`src/rtl/srf_pkg.sv`:
```
package srf_pkg;

  typedef enum logic [2:0] {
    ST_OFF     = 3'd0,
    ST_IDLE    = 3'd1,
    ST_ENTER   = 3'd2,
    ST_STATIC  = 3'd3,
    ST_SFU     = 3'd4,
    ST_EXIT    = 3'd5
  } srf_state_e;

  localparam int unsigned MIN_IDLE_FRAMES = 6;

  function automatic logic is_transient(input srf_state_e s);
    return (s == ST_ENTER) || (s == ST_SFU) || (s == ST_EXIT);
  endfunction

  function automatic logic is_live(input srf_state_e s);
    return (s == ST_STATIC) || (s == ST_SFU);
  endfunction

endpackage

```
`src/rtl/srf_frame_counter.sv`:
```
module srf_frame_counter #(
  parameter int unsigned LIMIT = 6
) (
  input  logic clk,
  input  logic rst,
  input  logic clear_i,
  input  logic tick_i,
  output logic last_o
);
  localparam int unsigned CW = $clog2(LIMIT + 1);

  logic [CW-1:0] cnt_q;

  always_ff @(posedge clk) begin
    if (rst || clear_i) begin
      cnt_q <= '0;
    end else if (tick_i && (cnt_q != CW'(LIMIT))) begin
      cnt_q <= cnt_q + 1'b1;
    end
  end

  // High when the next tick completes the idle window
  assign last_o = (cnt_q == CW'(LIMIT - 1));

  p_count_bounded_r3: assert property (@(posedge clk) disable iff (rst)
    cnt_q <= CW'(LIMIT));

endmodule

```
`src/rtl/srf_sfu_latch.sv`:
```
module srf_sfu_latch (
  input  logic clk,
  input  logic rst,
  input  logic set_i,
  input  logic done_i,
  input  logic flush_i,
  output logic pending_o
);
  always_ff @(posedge clk) begin
    if (rst || flush_i || done_i) begin
      pending_o <= 1'b0;
    end else if (set_i) begin
      pending_o <= 1'b1;
    end
  end

  p_done_clears_r6: assert property (@(posedge clk) disable iff (rst)
    done_i |=> !pending_o);

endmodule

```
`src/rtl/srf_trans_timer.sv`:
```
module srf_trans_timer #(
  parameter int unsigned LIMIT = 1 << 20
) (
  input  logic clk,
  input  logic rst,
  input  logic busy_i,
  output logic err_o
);
  localparam int unsigned CW = $clog2(LIMIT + 1);

  logic [CW-1:0] cnt_q;

  always_ff @(posedge clk) begin
    if (rst || !busy_i) begin
      cnt_q <= '0;
    end else if (cnt_q != CW'(LIMIT)) begin
      cnt_q <= cnt_q + 1'b1;
    end
  end

  always_ff @(posedge clk) begin
    if (rst) begin
      err_o <= 1'b0;
    end else if (busy_i && (cnt_q == CW'(LIMIT - 1))) begin
      err_o <= 1'b1;
    end
  end

  p_err_sticky_r10: assert property (@(posedge clk) disable iff (rst)
    err_o |=> err_o);

endmodule

```
`src/rtl/srf_sequencer.sv`:
```
module srf_sequencer
  import srf_pkg::*;
#(
  parameter int unsigned IDLE_FRAMES    = 6,
  parameter int unsigned TIMEOUT_CYCLES = 1 << 20
) (
  input  logic       clk,
  input  logic       rst,
  input  logic       enable_i,
  input  logic       entry_i,
  input  logic       sfu_req_i,
  input  logic       vblank_i,
  input  logic       wake_ack_i,
  output logic [2:0] state_o,
  output logic       in_trans_o,
  output logic       sr_active_o,
  output logic       wake_req_o,
  output logic       sfu_pending_o,
  output logic       timeout_err_o
);
  // Idle window never shorter than the minimum the sink needs
  localparam int unsigned IDLE_EFF =
    (IDLE_FRAMES < MIN_IDLE_FRAMES) ? MIN_IDLE_FRAMES : IDLE_FRAMES;

  srf_state_e state_q, state_d;
  logic       idle_last;
  logic       sfu_done;

  srf_frame_counter #(.LIMIT(IDLE_EFF)) u_idle_cnt (
    .clk     (clk),
    .rst     (rst),
    .clear_i (state_q != ST_ENTER),
    .tick_i  (vblank_i),
    .last_o  (idle_last)
  );

  assign sfu_done = (state_q == ST_SFU) && vblank_i;

  srf_sfu_latch u_sfu (
    .clk       (clk),
    .rst       (rst),
    .set_i     (sfu_req_i && (state_q != ST_OFF)),
    .done_i    (sfu_done),
    .flush_i   (state_q == ST_OFF),
    .pending_o (sfu_pending_o)
  );

  srf_trans_timer #(.LIMIT(TIMEOUT_CYCLES)) u_timer (
    .clk    (clk),
    .rst    (rst),
    .busy_i (in_trans_o),
    .err_o  (timeout_err_o)
  );

  always_comb begin
    state_d = state_q;
    unique case (state_q)
      ST_OFF:    if (enable_i) state_d = ST_IDLE;
      ST_IDLE: begin
        if (!enable_i)    state_d = ST_OFF;
        else if (entry_i) state_d = ST_ENTER;
      end
      ST_ENTER:  if (vblank_i && idle_last) state_d = ST_STATIC;
      ST_STATIC: begin
        if (!enable_i || !entry_i) state_d = ST_EXIT;
        else if (sfu_pending_o)    state_d = ST_SFU;
      end
      ST_SFU:    if (vblank_i) state_d = ST_STATIC;
      ST_EXIT:   if (wake_ack_i) state_d = ST_IDLE;
      default:   state_d = ST_OFF;
    endcase
  end

  always_ff @(posedge clk) begin
    if (rst) begin
      state_q     <= ST_OFF;
      in_trans_o  <= 1'b0;
      sr_active_o <= 1'b0;
      wake_req_o  <= 1'b0;
    end else begin
      state_q     <= state_d;
      in_trans_o  <= is_transient(state_d);
      sr_active_o <= is_live(state_d);
      wake_req_o  <= (state_d == ST_EXIT) && (state_q != ST_EXIT);
    end
  end

  assign state_o = state_q;

  p_legal_code_r1: assert property (@(posedge clk) disable iff (rst)
    state_o <= 3'd5);

  p_enable_only_idle_r2: assert property (@(posedge clk) disable iff (rst)
    (state_q == ST_OFF) |=> (state_q == ST_OFF || state_q == ST_IDLE));

  p_enter_to_static_r3: assert property (@(posedge clk) disable iff (rst)
    (state_q == ST_ENTER) |=> (state_q == ST_ENTER || state_q == ST_STATIC));

  p_exit_skips_sfu_r4: assert property (@(posedge clk) disable iff (rst)
    (state_q == ST_STATIC && !entry_i) |=> (state_q == ST_EXIT));

  p_wake_on_entry_r5: assert property (@(posedge clk) disable iff (rst)
    wake_req_o |-> (state_q == ST_EXIT && $past(state_q) != ST_EXIT));

  p_exit_holds_r5: assert property (@(posedge clk) disable iff (rst)
    (state_q == ST_EXIT && !wake_ack_i) |=> (state_q == ST_EXIT));

  p_trans_flag_r7: assert property (@(posedge clk) disable iff (rst)
    in_trans_o |-> (state_o == 3'd2 || state_o == 3'd4 || state_o == 3'd5));

  p_active_flag_r8: assert property (@(posedge clk) disable iff (rst)
    sr_active_o |-> (state_o == 3'd3 || state_o == 3'd4));

  p_off_ignores_r11: assert property (@(posedge clk) disable iff (rst)
    (state_q == ST_OFF && !enable_i) |=> (state_q == ST_OFF && !sfu_pending_o));

endmodule

```
`config.mk`:
```
export PLATFORM = sky130hd
export DESIGN_NAME = srf_sequencer
export DESIGN_NICKNAME = d
export VERILOG_FILES = /design/src/rtl/srf_pkg.sv /design/src/rtl/srf_frame_counter.sv /design/src/rtl/srf_sfu_latch.sv /design/src/rtl/srf_trans_timer.sv /design/src/rtl/srf_sequencer.sv
export SDC_FILE = /design/constraint.sdc
export NUM_CORES = 1
export LEC_CHECK = 0
export BUFFER_PORTS_ARGS = -buffer_cell sky130_fd_sc_hd__buf_2
export CORE_ASPECT_RATIO = 0.75
export CORE_MARGIN = 2
export CORE_UTILIZATION = 60
export CTS_CLUSTER_DIAMETER = 150
export DETAILED_ROUTE_END_ITERATION = 6
export PLACE_DENSITY = 0.81
export REMOVE_ABC_BUFFERS = 1
export SYNTH_ARGS = -nofsm -noshare
export SYNTH_HDL_FRONTEND = slang
export SYNTH_SLANG_ARGS = --single-unit
```
`constraint.sdc`:
```
create_clock -name clk -period 3 [get_ports clk]
set_input_delay 0.6 -clock clk [delete_from_list [all_inputs] [get_ports clk]]
set_output_delay 0.6 -clock clk [all_outputs]
set_load 0.02 [all_outputs]
```
==> results.py <==
metrics = {
    "place": {
        "portBuffers": 14,
        "hpwl_um": 2432,
        "dpl_cell_area_um2": 1692,
        "gp_congestion": 0.8622,
    },
    "worst_setup_path": {
        "cp_cell_sequence": "buf_2",
        "cp_max_fo": 12,
        "cp_slowest_cell": "dfxtp_1",
        "cp-end-kind": "primary output",
        "worst-path-buf-inv": 1,
        "cp_top_family": "flip-flops",
        "cp.arrival_ns": 1.12,
        "crit_required_ns": 2.40,
        "crit_type": "reg -> out",
        "slowest_delay_ns": 0.54,
        "crit_path_start_kind": "flip-flop",
    },
    "clock_network": {
        "clk_latency_ns": 0.35,
        "path_clk_slew_ns": 0.10,
        "postCtsSetupRepairBufs": 0,
        "cts_tree": "done",
        "clk_path_buf_depth": 2,
        "ctsHoldBuffers": 0,
        "cts.htree.levels": 2,
        "cts_buffers": 5,
        "cts-resized-gates": 0,
        "cts_sinks": 32,
        "cts_root_buf": "clkbuf_4",
    },
    "power_and_ir_drop": {
        "p_per_area_nw_per_um2": 431.0,
        "p_leak_nw": 0.6850,
        "ir_drop_uv": 335.6,
        "p_total_mw": 0.7571,
    },
    "timing": {
        "finClkSkew_ns": 0.01225,
        "tns_ns": 0,
        "drv_slew": 0,
        "hold_viol_final": 0,
        "rsz0062_at_grt": "false",
        "slew_headroom": 0.4763,
        "fin_crit_ns": 1.722,
        "fin_crit_sh": 0.5739,
        "finalSetupViolCount": 0,
        "max_freq_ghz": 0.5809,
        "tightest_slew_ns": 0.7855,
    },
    "logic_synthesis": {
        "synth_flop_cell": "dfxtp_1",
        "synth-edff-count": 0,
        "post-synth-top-area-fraction": 0.3994,
        "synth-warning-count": 0,
        "yosys_register_bits": 32,
        "synth.avg_cell_area_um2": 8.398,
        "yosysSeqAreaShare": 0.3994,
        "synth_area_leaders": "dfxtp_1, nor2_1, a21oi_1, nand3_1, ha_1",
        "syn_inst": 191,
        "synth_top_area_cell": "dfxtp_1",
        "synth_cell_types": 43,
        "syn-cell-area_um2": 1604,
        "async_reset_ff_frac": 0,
    },
    "outcome": {
        "status": "complete, no violations",
    },
    "min_path": {
        "min_path_type": "reg -> reg",
    },
    "drt": {
        "drtIter0Drc": 126,
        "wl_per_cell_um": 13.71,
        "drt_first_pass_iters": 4,
        "vias_per_cell": 5.955,
        "drc_errors": 0,
        "num_vias": 1447,
        "wl_um": 3331,
        "antenna_left": 0,
    },
    "die": {
        "row_count": 16,
        "die_w_um": 63.71,
        "initial_utilization": 0.6211,
        "die_area_um2": 3107,
        "core_um2": 2582,
        "die_h_um": 48.78,
        "pin_count": 15,
    },
    "layout": {
        "finalNetCount": 219,
        "multi_input_area_um2": 902.1,
        "fill_cells": 220,
        "diodes": 0,
        "ff_latch_area_um2": 640.6,
        "fin_area_um2": 1757,
        "areaGrowthSynthToFinish_pct": 9.516,
        "final_layout_size_suffix_gt1_frac": 0.1159,
    },
    "grt": {
        "grt_pass1_vias": 1315,
        "grt_use_total": 0.2413,
        "grt_max_degree": 21,
        "antenna_found_initial": 0,
        "overflow": 0,
        "grt_first_pass_wirelength_um": 5775,
    },
    "run": {
        "drv_cap": 0,
    },
}
cells in the mapped netlist, types with 2 or more instances:
cell	number
dfxtp_1	32
nor2_1	18
a21oi_1	13
nand2_1	13
nand3_1	13
inv_1	9
o21ai_0	8
and3_1	6
nand4_1	6
nor3_1	6
xor2_1	6
ha_1	5
nor2b_1	5
xnor2_1	4
clkbuf_1	3
nand2b_1	3
nor4_1	3
or3_1	3
a211oi_1	2
and4_1	2
and4b_1	2
mux2i_1	2
nand3b_1	2
nor4b_1	2
o21bai_1	2
o31ai_1	2
or2_1	2
or4_1	2
cell families after synthesis:
group | Yosys count | share of synthesized area
AND/OR/NAND/NOR | 94 | 0.3268
AO/OA/AOI/OAI | 34 | 0.1295
flip-flops | 32 | 0.3994
buffers and inverters | 14 | 0.03822
XOR/XNOR | 10 | 0.05460
adder cells (fa/ha/maj) | 5 | 0.03900
multiplexers | 2 | 0.01248
power breakdown:
| part | switching, mW | total [mW] | internal, mW |
|---|---|---|---|
| clock | 0.148 | 0.281 | 0.133 |
| combinational | 0.0232 | 0.0395 | 0.0163 |
| sequential | 0.00734 | 0.436 | 0.429 |
| total | 0.179 | 0.757 | 0.578 |
tightest hold or removal path, stage by stage, from the launching register on:
cell and delay (ns):
dfxtp_1 0.32, inv_1 0.04, o21ai_0 0.07
area by class of cell:
| cell class | count | area share |
|---|---|---|
| Tap cell | 36 | 0.02564 |
| Multi-Input combinational cell | 145 | 0.5135 |
| Timing Repair Buffer | 14 | 0.03989 |
| Inverter | 9 | 0.01923 |
| Clock buffer | 7 | 0.03704 |
| Sequential cell | 32 | 0.3647 |
layout by cell type, fill, tap and decap left out, drive strengths merged, types with 3 or more instances in the layout:
| cell | count |
|---|---|
| dfxtp | 32 |
| nor2 | 18 |
| buf | 14 |
| nand3 | 13 |
| nand2 | 13 |
| a21oi | 13 |
| inv | 9 |
| o21ai | 8 |
| nand4 | 7 |
| clkbuf | 7 |
| and3 | 6 |
| nor3 | 6 |
| xor2 | 6 |
| nor2b | 5 |
| ha | 5 |
| xnor2 | 4 |
| nand2b | 3 |
| or3 | 3 |
| nor4 | 3 |
| and4 | 3 |
per-layer routing:
metal | wire length, um | GRT usage | part of all wire
met1 | 1486 | 0.3034 | 0.45
met2 | 1596 | 0.3807 | 0.48
met3 | 176 | 0.06467 | 0.053
met4 | 72 | 0.1268 | 0.022
met5 | 0 | 0 | 0
state kept, by name, indices dropped and copies added, names as in the netlist:
name              count
u_timer.cnt_q        21
state_o               3
u_idle_cnt.cnt_q      3
in_trans_o            1
sr_active_o           1
u_sfu.pending_o       1
u_timer.err_o         1
wake_req_o            1
final timing paths:
path | start | to | slack, ns | cells past startpoint
max | state_o[0] | state_o[0] | 1.28 | 1
min | u_timer.err_o | u_timer.err_o | 0.48 | 2
max reg2reg | u_timer.cnt_q[7] | u_timer.cnt_q[19] | 1.33 | 4
min reg2reg | u_timer.err_o | u_timer.err_o | 0.48 | 2
metrics by stage:
step | std cells | hold WS [ns] | setup WS (ns) | utilization
after floorplan | 186 | 0.4607 | 1.523 | -
after global placement | 236 | 0.4524 | 1.230 | 0.6550
after detailed placement | 236 | 0.4629 | 1.166 | 0.6550
after CTS | 243 | 0.4774 | 1.287 | 0.6802
after global routing | 243 | 0.5080 | 1.214 | 0.6802
final | 243 | 0.4766 | 1.278 | 0.6802
(Power assumes the default switching activity.)
